--- src/rtl/i2cmon_pkg.sv ---
package i2cmon_pkg;

    localparam int NUM_VCLASS = 7;

    // violation class bit positions
    localparam int VI_SCL_LOW       = 0;
    localparam int VI_SCL_HIGH      = 1;
    localparam int VI_START_HOLD    = 2;
    localparam int VI_RESTART_SETUP = 3;
    localparam int VI_STOP_SETUP    = 4;
    localparam int VI_BUS_FREE      = 5;
    localparam int VI_DATA_SETUP    = 6;

    localparam int NUM_IVL = 4;
    localparam int IVL_SCL   = 0;
    localparam int IVL_SDA   = 1;
    localparam int IVL_START = 2;
    localparam int IVL_STOP  = 3;

    typedef enum logic [2:0] {
        VC_NONE          = 3'd0,
        VC_SCL_LOW       = 3'd1,
        VC_SCL_HIGH      = 3'd2,
        VC_START_HOLD    = 3'd3,
        VC_RESTART_SETUP = 3'd4,
        VC_STOP_SETUP    = 3'd5,
        VC_BUS_FREE      = 3'd6,
        VC_DATA_SETUP    = 3'd7
    } vcode_e;

    typedef struct packed {
        logic scl_rise;
        logic scl_fall;
        logic sda_rise;
        logic sda_fall;
        logic start;
        logic rstart;
        logic stop;
    } bus_ev_t;

    typedef logic [NUM_VCLASS-1:0] vvec_t;

    // the interval ending now spans cnt+1 cycles
    function automatic logic too_short(input int unsigned cnt, input int unsigned min_c);
        return (cnt + 1) < min_c;
    endfunction

    function automatic vcode_e first_code(input vvec_t v);
        vcode_e r;
        r = VC_NONE;
        for (int i = NUM_VCLASS - 1; i >= 0; i--) begin
            if (v[i]) r = vcode_e'(3'(i + 1));
        end
        return r;
    endfunction

endpackage

--- src/rtl/i2cmon_glitch_filter.sv ---
module i2cmon_glitch_filter #(
    parameter int SYNC_STAGES = 2,
    parameter int HOLD_CYC    = 3
) (
    input  logic clk,
    input  logic rst,
    input  logic raw_i,
    output logic lvl_o,
    output logic rise_o,
    output logic fall_o
);
    localparam int HCW = $clog2(HOLD_CYC + 1);
    localparam logic [HCW-1:0] HOLD_LAST = HCW'(HOLD_CYC - 1);

    logic [SYNC_STAGES-1:0] sync_q;
    logic                   lvl_q;
    logic                   lvl_d;
    logic [HCW-1:0]         dwell_q;
    logic                   sync_out;

    assign sync_out = sync_q[SYNC_STAGES-1];

    always_ff @(posedge clk) begin
        if (rst) sync_q <= '1;
        else     sync_q <= {sync_q[SYNC_STAGES-2:0], raw_i};
    end

    always_ff @(posedge clk) begin
        if (rst) begin
            lvl_q   <= 1'b1;
            dwell_q <= '0;
        end else if (sync_out != lvl_q) begin
            if (dwell_q == HOLD_LAST) begin
                lvl_q   <= sync_out;
                dwell_q <= '0;
            end else begin
                dwell_q <= dwell_q + 1'b1;
            end
        end else begin
            dwell_q <= '0;
        end
    end

    always_ff @(posedge clk) begin
        if (rst) lvl_d <= 1'b1;
        else     lvl_d <= lvl_q;
    end

    assign lvl_o  = lvl_q;
    assign rise_o = lvl_q & ~lvl_d;
    assign fall_o = ~lvl_q & lvl_d;

endmodule

--- src/rtl/i2cmon_cond_detect.sv ---
module i2cmon_cond_detect
    import i2cmon_pkg::*;
(
    input  logic    clk,
    input  logic    rst,
    input  logic    scl_lvl_i,
    input  logic    scl_rise_i,
    input  logic    scl_fall_i,
    input  logic    sda_rise_i,
    input  logic    sda_fall_i,
    output bus_ev_t ev_o,
    output logic    busy_o
);
    logic busy_q;
    logic scl_steady_hi;

    // clock high both now and in the previous filtered cycle
    assign scl_steady_hi = scl_lvl_i & ~scl_rise_i;

    always_comb begin
        ev_o          = '0;
        ev_o.scl_rise = scl_rise_i;
        ev_o.scl_fall = scl_fall_i;
        ev_o.sda_rise = sda_rise_i;
        ev_o.sda_fall = sda_fall_i;
        ev_o.start    = sda_fall_i & scl_steady_hi;
        ev_o.stop     = sda_rise_i & scl_steady_hi;
        ev_o.rstart   = ev_o.start & busy_q;
    end

    always_ff @(posedge clk) begin
        if (rst)             busy_q <= 1'b0;
        else if (ev_o.start) busy_q <= 1'b1;
        else if (ev_o.stop)  busy_q <= 1'b0;
    end

    assign busy_o = busy_q;

endmodule

--- src/rtl/i2cmon_ivl_ctr.sv ---
module i2cmon_ivl_ctr #(
    parameter int CNT_W = 8
) (
    input  logic             clk,
    input  logic             rst,
    input  logic             restart_i,
    output logic [CNT_W-1:0] cnt_o
);
    localparam logic [CNT_W-1:0] CNT_MAX = '1;

    logic [CNT_W-1:0] cnt_q;

    // starts saturated so the bus counts as long idle after reset
    always_ff @(posedge clk) begin
        if (rst)                   cnt_q <= CNT_MAX;
        else if (restart_i)        cnt_q <= '0;
        else if (cnt_q != CNT_MAX) cnt_q <= cnt_q + 1'b1;
    end

    assign cnt_o = cnt_q;

endmodule

--- src/rtl/i2cmon_timing_chk.sv ---
module i2cmon_timing_chk
    import i2cmon_pkg::*;
#(
    parameter int CNT_W        = 8,
    parameter int LOW_MIN      = 16,
    parameter int HIGH_MIN     = 14,
    parameter int START_HOLD   = 14,
    parameter int RESTART_SU   = 14,
    parameter int STOP_SU      = 14,
    parameter int BUS_FREE     = 14,
    parameter int DATA_SU      = 8
) (
    input  logic    clk,
    input  logic    rst,
    input  logic    clr_i,
    input  bus_ev_t ev_i,
    output vvec_t   nv_o,
    output vvec_t   viol_o,
    output vcode_e  code_o
);
    logic [NUM_IVL-1:0] restart;
    logic [CNT_W-1:0]   ivl [NUM_IVL];
    logic               hold_pend_q;
    vvec_t              nv;
    vvec_t              viol_q;
    vcode_e             code_q;

    assign restart[IVL_SCL]   = ev_i.scl_rise | ev_i.scl_fall;
    assign restart[IVL_SDA]   = ev_i.sda_rise | ev_i.sda_fall;
    assign restart[IVL_START] = ev_i.start;
    assign restart[IVL_STOP]  = ev_i.stop;

    for (genvar g = 0; g < NUM_IVL; g++) begin : g_ivl
        i2cmon_ivl_ctr #(.CNT_W(CNT_W)) u_ctr (
            .clk       (clk),
            .rst       (rst),
            .restart_i (restart[g]),
            .cnt_o     (ivl[g])
        );
    end

    // a START waits for its first clock fall
    always_ff @(posedge clk) begin
        if (rst)                               hold_pend_q <= 1'b0;
        else if (ev_i.start)                   hold_pend_q <= 1'b1;
        else if (ev_i.scl_fall || ev_i.stop)   hold_pend_q <= 1'b0;
    end

    always_comb begin
        nv = '0;
        nv[VI_SCL_LOW]       = ev_i.scl_rise &
                               too_short(32'(ivl[IVL_SCL]), LOW_MIN);
        nv[VI_SCL_HIGH]      = ev_i.scl_fall &
                               too_short(32'(ivl[IVL_SCL]), HIGH_MIN);
        nv[VI_START_HOLD]    = ev_i.scl_fall & hold_pend_q &
                               too_short(32'(ivl[IVL_START]), START_HOLD);
        nv[VI_RESTART_SETUP] = ev_i.rstart &
                               too_short(32'(ivl[IVL_SCL]), RESTART_SU);
        nv[VI_STOP_SETUP]    = ev_i.stop &
                               too_short(32'(ivl[IVL_SCL]), STOP_SU);
        nv[VI_BUS_FREE]      = ev_i.start & ~ev_i.rstart &
                               too_short(32'(ivl[IVL_STOP]), BUS_FREE);
        nv[VI_DATA_SETUP]    = ev_i.scl_rise &
                               too_short(32'(ivl[IVL_SDA]), DATA_SU);
    end

    always_ff @(posedge clk) begin
        if (rst)        viol_q <= '0;
        else if (clr_i) viol_q <= nv;
        else            viol_q <= viol_q | nv;
    end

    always_ff @(posedge clk) begin
        if (rst)            code_q <= VC_NONE;
        else if (nv != '0)  code_q <= first_code(nv);
        else if (clr_i)     code_q <= VC_NONE;
    end

    assign nv_o   = nv;
    assign viol_o = viol_q;
    assign code_o = code_q;

endmodule

--- src/rtl/i2c_line_monitor.sv ---
module i2c_line_monitor
    import i2cmon_pkg::*;
#(
    parameter int SYNC_STAGES = 2,
    parameter int FILT_CYC    = 3,
    parameter int CNT_W       = 8,
    parameter int LOW_MIN     = 16,
    parameter int HIGH_MIN    = 14,
    parameter int START_HOLD  = 14,
    parameter int RESTART_SU  = 14,
    parameter int STOP_SU     = 14,
    parameter int BUS_FREE    = 14,
    parameter int DATA_SU     = 8
) (
    input  logic       clk,
    input  logic       rst,
    input  logic       clr_i,
    input  logic       scl_i,
    input  logic       sda_i,
    output logic       scl_o,
    output logic       sda_o,
    output logic       start_o,
    output logic       rep_start_o,
    output logic       stop_o,
    output logic       scl_rise_o,
    output logic       scl_fall_o,
    output logic [6:0] viol_o,
    output logic [2:0] code_o
);
    localparam int NLINE = 2;
    localparam int LN_SCL = 0;
    localparam int LN_SDA = 1;

    logic [NLINE-1:0] raw;
    logic [NLINE-1:0] lvl;
    logic [NLINE-1:0] rise;
    logic [NLINE-1:0] fall;
    bus_ev_t          ev;
    logic             busy;
    vvec_t            nv;
    vvec_t            viol;
    vcode_e           code;

    assign raw[LN_SCL] = scl_i;
    assign raw[LN_SDA] = sda_i;

    for (genvar g = 0; g < NLINE; g++) begin : g_line
        i2cmon_glitch_filter #(
            .SYNC_STAGES (SYNC_STAGES),
            .HOLD_CYC    (FILT_CYC)
        ) u_filt (
            .clk    (clk),
            .rst    (rst),
            .raw_i  (raw[g]),
            .lvl_o  (lvl[g]),
            .rise_o (rise[g]),
            .fall_o (fall[g])
        );
    end

    i2cmon_cond_detect u_cond (
        .clk        (clk),
        .rst        (rst),
        .scl_lvl_i  (lvl[LN_SCL]),
        .scl_rise_i (rise[LN_SCL]),
        .scl_fall_i (fall[LN_SCL]),
        .sda_rise_i (rise[LN_SDA]),
        .sda_fall_i (fall[LN_SDA]),
        .ev_o       (ev),
        .busy_o     (busy)
    );

    i2cmon_timing_chk #(
        .CNT_W      (CNT_W),
        .LOW_MIN    (LOW_MIN),
        .HIGH_MIN   (HIGH_MIN),
        .START_HOLD (START_HOLD),
        .RESTART_SU (RESTART_SU),
        .STOP_SU    (STOP_SU),
        .BUS_FREE   (BUS_FREE),
        .DATA_SU    (DATA_SU)
    ) u_tchk (
        .clk    (clk),
        .rst    (rst),
        .clr_i  (clr_i),
        .ev_i   (ev),
        .nv_o   (nv),
        .viol_o (viol),
        .code_o (code)
    );

    assign scl_o       = lvl[LN_SCL];
    assign sda_o       = lvl[LN_SDA];
    assign start_o     = ev.start;
    assign rep_start_o = ev.rstart;
    assign stop_o      = ev.stop;
    assign scl_rise_o  = ev.scl_rise;
    assign scl_fall_o  = ev.scl_fall;
    assign viol_o      = viol;
    assign code_o      = code;

endmodule

--- config.mk ---
export PLATFORM = sky130hd
export DESIGN_NAME = i2c_line_monitor
export DESIGN_NICKNAME = d
export VERILOG_FILES = /design/src/rtl/i2cmon_pkg.sv /design/src/rtl/i2cmon_glitch_filter.sv /design/src/rtl/i2cmon_cond_detect.sv /design/src/rtl/i2cmon_ivl_ctr.sv /design/src/rtl/i2cmon_timing_chk.sv /design/src/rtl/i2c_line_monitor.sv
export SDC_FILE = /design/constraint.sdc
export NUM_CORES = 1
export LEC_CHECK = 0
export BUFFER_PORTS_ARGS = -buffer_cell sky130_fd_sc_hd__buf_2
export CAP_MARGIN = 20
export CORE_AREA = 2 2 124 96
export CTS_BUF_LIST = sky130_fd_sc_hd__clkbuf_4 sky130_fd_sc_hd__clkbuf_8
export CTS_CLUSTER_SIZE = 40
export DETAILED_ROUTE_END_ITERATION = 10
export DIE_AREA = 0 0 126 98
export GPL_TIMING_DRIVEN = 0
export HOLD_SLACK_MARGIN = 0.02
export PLACE_DENSITY = 0.49
export SETUP_SLACK_MARGIN = 0.1
export SYNTH_ARGS = -nofsm -noshare
export SYNTH_HDL_FRONTEND = slang
export SYNTH_SLANG_ARGS = --single-unit
--- constraint.sdc ---
create_clock -name clk -period 2.79 [get_ports clk]
set_input_delay 0.1395 -clock clk [delete_from_list [all_inputs] [get_ports clk]]
set_output_delay 0.1395 -clock clk [all_outputs]
set_load 0.02 [all_outputs]
# ---- Word-level counts from Yosys, hierarchy flattened
# Cells that the tools add are included.
dict set report classes {
  n_reduce_logical 13
  bitwise_logic 28
  n_addsub 10
  mux 22
  n_lt_le_gt_ge 5
  n_eq_ne 8
}
# op n
set op_table {}
lappend op_table {{32-bit by 4-bit less-than comparator with 1-bit output (second input constant)} 4}
lappend op_table {{8-bit two-way mux} 8}
lappend op_table {{8-bit by 1-bit adder with 9-bit output (second input constant)} 4}
lappend op_table {{8-bit by 1-bit adder with 8-bit output (second input constant)} 4}
lappend op_table {{32-bit by 5-bit less-than comparator with 1-bit output (second input constant)} 1}
lappend op_table {{8-bit != test (second input constant)} 4}
lappend op_table {{3-bit two-way mux} 9}
lappend op_table {{1-bit AND} 17}
lappend op_table {{2-bit nonzero test} 7}
lappend op_table {{1-bit NOT} 8}
lappend op_table {{7-bit two-way mux} 1}
lappend op_table {{7-bit OR} 1}
lappend op_table {{7-bit nonzero test} 1}
lappend op_table {{3-bit OR reduction} 2}
lappend op_table {{2-bit by 1-bit adder with 2-bit output (second input constant)} 2}
lappend op_table {{2-bit equality test (second input constant)} 2}
lappend op_table {{1-bit two-way mux} 4}
lappend op_table {{2-bit AND reduction} 2}
lappend op_table {{1-bit != test} 2}
lappend op_table {{1-bit OR} 2}
lappend op_table {{1-bit logical OR} 1}
dict set report word_totals {
  register_bits 56
  in_bits 5
  out_inout_bits 17
}

# ---- Depth between registers and ports, before layout
# Gate-level depths: netlist of the first run.
dict set report depth {
  depth_word 16
  mapped_depth 9
}

# ---- By module
# A second synthesis of the first run with hierarchy kept.
dict set report hier_totals {
  hier_cells 314
  hier_area_um2 2874.0
}
# mod instances area_per_inst_um2 seq_area_each_um2 cells_each
set by_module_without_submodules {}
lappend by_module_without_submodules {i2cmon_ivl_ctr 4 396.6 160.2 43}
lappend by_module_without_submodules {i2cmon_timing_chk 1 780.7 220.2 95}
lappend by_module_without_submodules {i2cmon_glitch_filter 2 205.2 120.1 18}
lappend by_module_without_submodules {i2cmon_cond_detect 1 96.3 20.0 11}

# ---- Worst setup path before layout of the first run
# No wires, ideal clock.
dict set report synth_timing {
  path_type {reg-to-reg}
  from {register u_tchk.g_ivl[1].u_ctr.cnt_q[0]}
  to {register u_tchk.code_q[0] (netlist: u_tchk.code_o[0])}
  setup_ps 79
  t_arrival_ps 2148
  path_stages_with_launch 9
  path_buffers 0
  slack_ps 563
  cell_sequence {dfxtp_1 -> ha_1 -> xnor2_1 -> and2_1 -> mux2i_1 -> or4_4 -> a211o_1 -> a311o_1 -> o221ai_2}
}
dict set report synth_between {
  elab_chain_len 11
  word_cells_on_any_way 13
  cone_classes {add/sub: 1; order compare: 1; mux: 8; bitwise: 1; reduce/logical: 2}
}
# item line
set synth_lines {}
lappend synth_lines {{from (decl)} i2cmon_ivl_ctr.sv:11} ;# logic [CNT_W-1:0] cnt_q;
lappend synth_lines {{from (signal assigned)} i2cmon_ivl_ctr.sv:17} ;# else if (cnt_q != CNT_MAX) cnt_q <= cnt_q + 1'b1;
lappend synth_lines {{8-bit by 1-bit adder with 9-bit output (*)} i2cmon_pkg.sv:45} ;# return (cnt + 1) < min_c;
lappend synth_lines {{32-bit by 4-bit less-than comparator with 1-bit output (*)} i2cmon_pkg.sv:45}
lappend synth_lines {{1-bit AND (*)} i2cmon_timing_chk.sv:63} ;# nv[VI_DATA_SETUP] = ev_i.scl_rise &
lappend synth_lines {{3-bit two-way mux (7 in series)} i2cmon_pkg.sv:52} ;# if (v[i]) r = vcode_e'(3'(i + 1));
lappend synth_lines {{3-bit two-way mux} i2cmon_timing_chk.sv:75} ;# else if (nv != '0) code_q <= first_code(nv);
lappend synth_lines {{to (signal assigned)} i2cmon_timing_chk.sv:75}
lappend synth_lines {{to (decl)} i2cmon_timing_chk.sv:26} ;# vcode_e code_q;
# Mark *: on every way between the ends. The rest lies on a longest branch, timed or not.
# A chain may end at the register's enable or synchronous reset.

# ---- Final worst setup path of the first run
# Same ends and word-level chain as after synthesis.

==> results of run 1 <==
## cells by family after synthesis
kind of cell / Yosys count / share of synthesized area
and+or+nand+nor: 143 / 0.2779
DFF: 56 / 0.4129
AOI/OAI and AO/OA: 55 / 0.1198
xor gates and xnor gates: 23 / 0.07420
buffers and inverters: 23 / 0.03779
adders and majority gates: 11 / 0.05069
muxes: 7 / 0.02673
## routing by layer
| layer | part of all wire | global-route usage | vias to the layer above |
|---|---|---|---|
| li1 | - | - | 1146 |
| met1 | 0.53 | 0.1427 | 1044 |
| met2 | 0.43 | 0.1476 | 26 |
| met3 | 0.030 | 0.01808 | 6 |
| met4 | 0.015 | 0.03719 | 0 |
| met5 | 0 | 0 | - |
## through the flow
step | std cells | setup WS [ns] | hold slack [ns] | total power [mW]
floorplan | 318 | 0.5633 | 0.2433 | 2.327
global placement | 483 | 0.3300 | 0.3285 | 2.556
detailed placement | 483 | 0.3244 | 0.3311 | 2.576
CTS | 493 | 0.3084 | 0.1313 | 3.136
global route | 493 | 0.1975 | 0.1569 | 3.414
finish | 493 | 0.3435 | 0.1325 | 3.119
## cell usage in the layout, fill, tap and decap left out, types with 3 or more instances in the layout
| cell type | n |
|---|---|
| xor2_1 | 9 |
| or3_1 | 3 |
| nand2b_1 | 7 |
| clkbuf_8 | 5 |
| nand2_1 | 56 |
| or2_2 | 6 |
| nand3b_1 | 4 |
| mux2i_1 | 5 |
| nand3_1 | 14 |
| nand4b_1 | 4 |
| xnor2_1 | 14 |
| nor2_1 | 15 |
| o21ai_0 | 22 |
| nor2b_1 | 3 |
| nor3_1 | 4 |
| buf_2 | 21 |
| and2_1 | 3 |
| o31ai_1 | 3 |
| inv_1 | 12 |
| clkbuf_1 | 6 |
| a21oi_1 | 18 |
| and3_1 | 8 |
| ha_1 | 11 |
| dfxtp_1 | 56 |
## cell type report
| class | count | area (µm²) |
|---|---|---|
| inverter | 14 | 52.55 |
| clock inverter | 3 | 42.54 |
| multi-input combinational | 239 | 1491 |
| tap | 144 | 180.2 |
| clock buffer | 5 | 68.82 |
| fill | 1235 | 8095 |
| timing repair buffer | 24 | 132.6 |
| sequential | 56 | 1121 |
| buffer | 8 | 46.29 |
## where the power goes
| group | internal [mW] | total, mW | switching (mW) |
|---|---|---|---|
| combinational | 0.654 | 1.37 | 0.719 |
| clock | 0.266 | 0.547 | 0.281 |
| sequential | 0.979 | 1.20 | 0.220 |
## worst min-delay path: cells and delay by family
| kind | cells | cell delay (ns) |
|---|---|---|
| buf+inv | 1 | 0.11 |
| simple gates | 2 | 0.17 |
## sequential cells by signal, summed over array words and instances, names as in the netlist
name	count
u_tchk.hold_pend_q	1
g_line.u_filt.sync_q	4
g_line.u_filt.lvl_o	2
u_tchk.code_o	3
u_tchk.viol_o	7
u_tchk.g_ivl.u_ctr.cnt_o	32
g_line.u_filt.lvl_d	2
g_line.u_filt.dwell_q	4
u_cond.busy_o	1
## worst max-delay path by stage
stage / from / to / slack, ns / cells after the start
2_1_floorplan: u_tchk.g_ivl[1].u_ctr.cnt_o[0] / u_tchk.code_o[0] / 0.56 / 8
3_3_place_gp: u_tchk.g_ivl[0].u_ctr.cnt_o[0] / u_tchk.code_o[0] / 0.33 / 9
3_5_place_dp: u_tchk.g_ivl[0].u_ctr.cnt_o[0] / u_tchk.code_o[0] / 0.32 / 9
4_1_cts: u_tchk.g_ivl[1].u_ctr.cnt_o[0] / u_tchk.code_o[0] / 0.31 / 8
5_1_grt: u_tchk.g_ivl[1].u_ctr.cnt_o[0] / u_tchk.code_o[0] / 0.20 / 8
6_report: u_tchk.g_ivl[1].u_ctr.cnt_o[0] / u_tchk.code_o[0] / 0.34 / 8
## repair_timing
action                                  4_1_cts  5_1_grt
hold endpoints to repair                      2        0
hold buffers                                  2        0
buffers inserted                              0        1
endpoints found under the setup margin        0        1
==> results.md, run 1 <==
- The critical path contains buffers and inverters numbering 0 combined.
- For this design, the sink count on the clock tree is 56.
- The tree is rooted in a clkbuf_8.
- The floorplan die width is 126 µm.
- In this run the remaining antenna-violating nets after routing total 0.
- Across all register-to-register paths, the minimum setup slack is 0.34 ns.
- The total power divided by cell area is 994.9 nW/µm².
- For this run, the top clock speed supported by timing is 0.4088 GHz.
- The synthesized area per cell is 8.538 µm².
- The transition at the pin with the smallest max-transition slack is 0.4848 ns.
- The finished cells cover 3136 µm².
- The HPWL after detailed placement is 4463 µm.
- The number of hold-slack violations in the final timing report is 0.
- The via count of the first global-routing pass is 2049.
- The number of levels in the clock H-tree is 2.
- The top flip-flop cell by instance count after synthesis is dfxtp_1.
- Clock skew on the completed layout was measured at 0.01637 ns.
- The highest ir drop seen on vdd is 0.2378 mV.
- The repair_antennas step left the layout with diodes totalling 0.
- Ranked by total cell area, the synthesized netlist is headed by dfxtp_1, nand2_1, ha_1, xnor2_1, o21ai_0.
- The worst setup path is captured at a flop.
- The clock passes through at most 2 buffers.
- The first global-routing pass estimated 10110 µm of wire.
- Adding up every negative setup slack in the final design gives 0 ns.
- For this run, the number of Yosys warnings is 0.
- Of the cells placed in the final design, the portion with a size suffix greater than 1 is 0.1404.
- Along the worst path, the maximum fanout reaches 6.
- The first-pass detailed-route iteration total is 4.
- The smallest clock period supported by the final layout is computed as 2.446 ns.
- The number of nets produced by synthesis is 334.
- The number of clock buffers added by TritonCTS is 5.
- The logic depth of the worst register-to-register path is 8.
- The total die area is 12350 µm².
- The number of distinct library cell variants in the gate-level netlist after synthesis is 48.
- The routed layout has 2222 vias.
- The tightest min-delay check is of the primary input to flop type.
- The count of boundary I/O pins is 22.
- In this run the most critical hold path is launched from rst.
- At the worst endpoint, the arrival time is 2.70 ns.
- STA puts the critical path data required time at 3.04 ns.
- The endpoint of the worst-slack reg-to-reg timing path is u_tchk.code_o[0].
- The family with the most delay on the worst path is simple AND/OR/NAND/NOR gates.
- Once the clock tree was built, the resizer swapped 0 gates to a different size.
- The run finished with clean final reports.
- The global-route total usage across every layer is 0.09924.
- The worst hold path passes through 3 cells.
- The start of the worst register-to-register path is u_tchk.g_ivl[1].u_ctr.cnt_o[0].
- The placed standard-cell area is 3000 µm².
- The y dimension of the die is 98 µm.
- The worst setup path category is flop to flop.
- The terminating pin of the worst hold path is g_line[1].u_filt.dwell_q[1].
- Setup repair after global routing left no endpoint under its margin.
- The congestion estimate from routability-driven global placement came to 0.8185.
- The count of flip-flops with a built-in enable after synthesis is 0.
- The violation count after the first detailed-route iteration is 143.
- The max-capacitance violation count is 0.
- The post-route core utilization is 0.2792.
- The pin count of the biggest net entering global routing is 18.
- After clock tree synthesis, the clock-pin slew on the worst setup and hold paths is 0.10 ns.
- Walking the worst path, the cells encountered are ha_1, nand2_1, nor2_1, a21oi_2, or4_4, a211o_1, a311o_1, o221ai_2.
- The flip-flop and latch count after synthesis is 56.
- The max-slew violation total from the final report is 0.
- Clock latency on the worst-skew pair, taken at its later pin, is 0.32 ns.
- Summed over all layers, the routed wires come to 6003 µm.
- The number of cell rows is 34.
- Compared with the post-synthesis result, the final layout area differs by 15.48%.
- The total overflow left after global routing is 0.
- The worst-path cell with the longest stage delay is or4_4.
- After the last flow step, the layout net total stands at 364.
- The area share of the leading cell type in the synthesized netlist is 0.4129.
- The via count normalized by instance count is 4.507.
- The synthesized netlist cell count is 318.
- The fraction of the yosys area taken by sequential cells is 0.4129.
- The DRC violations left is 0.
- The final-report setup violation count is 0.
- The static leakage power is 1.392 nW.
- Headroom to the max-slew limit came out at 0.6768.
- The category of the worst setup path launch point is a flop.
- The portion of the clock cycle consumed by the worst path in the final layout is 0.8769.
- In the synthesized netlist the async set-or-reset flop fraction comes to 0.
- After synthesis the cells add up to 2715 µm².
- The floorplan step defined a core boundary enclosing 11230 µm².
- The biggest area contributor in the post-synthesis netlist is dfxtp_1.
- The initial antenna violation count was 0.
- The initial core utilization is 0.2418.
- The worst stage delay on the critical path is 0.52 ns.
- The clock tree from TritonCTS is yes.
- In the final routed layout, each cell accounts on average for 12.18 µm.
- By count the netlist is led by dfxtp_1, nand2_1, o21ai_0.
- During placement, the flow inserted port buffers numbering 21.
(Power assumes the default switching activity.)
==> run 2, diff against run 1 <==
--- a/config.mk
+++ b/config.mk
@@ -5,7 +5,8 @@
 export SDC_FILE = /design/constraint.sdc
 export NUM_CORES = 1
 export LEC_CHECK = 0
-export BUFFER_PORTS_ARGS = -buffer_cell sky130_fd_sc_hd__buf_2
+export ABC_CLOCK_PERIOD_IN_PS = 2790
+export BUFFER_PORTS_ARGS = -buffer_cell sky130_fd_sc_hd__clkbuf_2
 export CAP_MARGIN = 20
 export CORE_AREA = 2 2 124 96
 export CTS_BUF_LIST = sky130_fd_sc_hd__clkbuf_4 sky130_fd_sc_hd__clkbuf_8
==> run 2 against run 1 <==
  * Sequential power hardly changed
  * Clock skew fell by 0.0077 ns
  * Register-to-register slack worse by 0.02 ns
  * Clock power is 1% higher
  * Global-route usage increased by 0.097 points
  * Setup slack lost 0.024 ns
  * Cell count fell by 0.20%
  * Non-clock buffer count down 1
  * Critical path type unchanged
  * Largest cell class unchanged
  * Highest routed layer unchanged
==> results.md, run 2 (synthesis results as in run 1) <==
- The flip-flop count of the largest register after layout is 32.
- The highest ir drop seen on vdd is 0.3007 mV.
- The floorplan step defined a die boundary enclosing 12350 µm².
- The kind of end point of the critical path is a flop.
- Before antenna repair, the detailed router went through 4 iterations.
- The HPWL after detailed placement is 4394 µm.
- The die is 126 µm wide.
- For the worst-skew pair, the clock arrives at the later sink with an insertion delay of 0.31 ns.
- The worst stage delay on the critical path is 0.53 ns.
- In the final design database the tool counted 363 nets.
- The max-slew violation total from the final report came to 0.
- In the final layout, the share of cells above drive strength 1 is 0.1379.
- The number of clock sinks is 56.
- The clock period minus worst slack is 2.471 ns.
- Dividing the final minimum period by the clock period gives 0.8856.
- The multi-input combinational cell area is 1500 µm².
- The layer with the highest usage after global routing is met2.
- The layout-stage area growth over the synthesis result is 15.67%.
- The residual overflow from global routing is 0.
- In this run the deepest clock path goes through 2 buffers.
- Once layout is done, the placed cells without fillers occupy 3141 µm².
- Setup repair after global routing left no endpoint under its margin.
- After the flow finishes, the layout carries non-filler instances totaling 492.
- After detailed routing, the total wire length is 5954 µm.
- The run finished with clean final reports.
- TritonCTS built the clock tree.
- The critical-path maximum fanout is 6.
- In this run the vertical extent of the chip is 98 µm.
- The first-pass GRT wire length is 10240 µm.
- The layout has 1224 filler cells.
- The initial antenna violation count is 0.
- The number of port buffers is 21.
- The detailed router finished its first iteration with 114 violations.
- The critical path arrival is 2.72 ns.
- The DRC violations left is 0.
- In this run the count of I/O pins placed on the die edge is 22.
- Adding up every negative setup slack in the final design gives 0 ns.
- Data on the critical path is required at its endpoint by 3.04 ns.
- For this configuration, the core starts out at a cell density of 0.2418.
- Entering global routing, the biggest net connects 19 pins.
- The number of hold-slack violations in the final timing report came to 0.
- The final worst slack is 0.3192 ns.
- The global-route total usage across every layer is 0.1002.
- The signal on the critical path passes through ha_1, nand2_1, nor2_1, a21oi_2, or4_4, a211o_1, a311o_1, o221ai_2.
- The detailed router placed 2213 vias in this run.
- The number of levels in the clock H-tree is 2.
- The largest clock skew in the final design is 0.008685 ns.
- The placed instances occupy a cell area of 3000 µm².
- The root buffer cell chosen for the clock tree is clkbuf_8.
- The setup path with the least slack is of type flop to flop.
- For met2 alone, demand over resource in global routing was 0.1497.
- The power after layout is 3.122 mW.
- The maximum frequency from static timing analysis is 0.4047 GHz.
- The class of the most critical hold timing path is primary input to flop.
- In the global route stage, met1 resource usage came out at 0.1471.
- The core region is 11230 µm².
- The tool flagged a number of max-cap violations equal to 0.
- The transition at the pin with the smallest max-transition slack is 0.5013 ns.
- The met3 routing resource usage after global routing is 0.01534.
- The worst max-slew margin expressed relative to the limit is 0.6658.
- Timing analysis after detailed placement gives a worst setup slack of 0.3146 ns.
- The worst setup path is launched from a flop.
- After clock tree synthesis, the clock-pin slew on the worst setup and hold paths is 0.11 ns.
- 0 antenna diodes ended up in the layout.
- The largest individual stage delay along the critical path comes from the cell or4_4.
- Across the whole layout, storage elements account for 1121 µm².
- The final-report setup violation count is 0.
- The static leakage power is 1.386 nW.
- The via count of the first global-routing pass was 2092.
- After detailed routing, the average wire length per cell comes to 12.10 µm.
- The top cell types in the final layout, fill and taps aside, are nand2_1, dfxtp_1, o21ai_0, clkbuf_2, a21oi_1.
- Once placement completed, the tool counted placed cells totaling 483.
- The number of nets with antenna violations after routing is 0.
- The via count normalized by instance count is 4.498.
- The initialized floorplan defines 34 standard-cell rows.
- Dividing total power by cell area gives a power density of 994.1 nW/µm².
- The number of buffers created by CTS is 5.
- The routability-driven placement congestion ratio is 0.8017.
- The number of buffers added for setup after CTS is 0.
- Once layout is complete, the utilization of the core stands at 0.2796.
- Across all hold checks on the routed design, the worst slack comes to 0.1211 ns.
[run 2: cell types whose count changed in the layout (fill, tap and decap cells not counted), sizes merged]
cell    previous run  this run
clkinv             3         2
clkbuf            11        32
inv               12        13
buf               23         1
[run 2: repair_timing]
action	CTS	global route
resized for setup	0	1
endpoints found under the hold margin	2	0
hold buffers	2	0
setup endpoints to repair	0	3
[run 2: final timing paths]
check	depth (start not counted)	startpoint	end	slack (ns)
setup / recovery	8	u_tchk.g_ivl[1].u_ctr.cnt_o[0]	u_tchk.code_o[0]	0.32
hold / removal	3	rst	g_line[1].u_filt.dwell_q[0]	0.12
setup reg to reg	8	u_tchk.g_ivl[1].u_ctr.cnt_o[0]	u_tchk.code_o[0]	0.32
hold reg to reg	1	g_line[0].u_filt.dwell_q[0]	g_line[0].u_filt.dwell_q[0]	0.42
[run 2: per-layer routing]
layer / share of wire / routed length (µm)
met4: 0.014 / 84
met5: 0 / 0
met1: 0.54 / 3237
met3: 0.031 / 185
met2: 0.41 / 2447
[run 2: area by class of cell]
| class | instances | share of cell area |
|---|---|---|
| clock buffers | 5 | 0.02191 |
| inverters | 14 | 0.01673 |
| repair buffers | 23 | 0.03984 |
| clock inverters | 3 | 0.01474 |
| plain buffers | 8 | 0.01474 |
| flip-flops and latches | 56 | 0.3570 |
| multi-input cells | 239 | 0.4777 |
| well taps | 144 | 0.05737 |
[run 2: report_power, final]
| part | total, mW | leakage, nW | switching [mW] | internal, mW |
|---|---|---|---|---|
| sequential | 1.20 | 0.459 | 0.223 | 0.979 |
| combinational | 1.37 | 0.872 | 0.713 | 0.653 |
| clock | 0.554 | 0.0548 | 0.283 | 0.271 |
| total | 3.12 | 1.39 | 1.22 | 1.90 |
[run 2: critical path, delay by kind of cell (launching register included)]
| family | cells | cell delay (ns) |
|---|---|---|
| compound gates | 4 | 0.81 |
| fa+ha+maj | 1 | 0.31 |
| flops | 1 | 0.45 |
| simple gates | 3 | 0.83 |
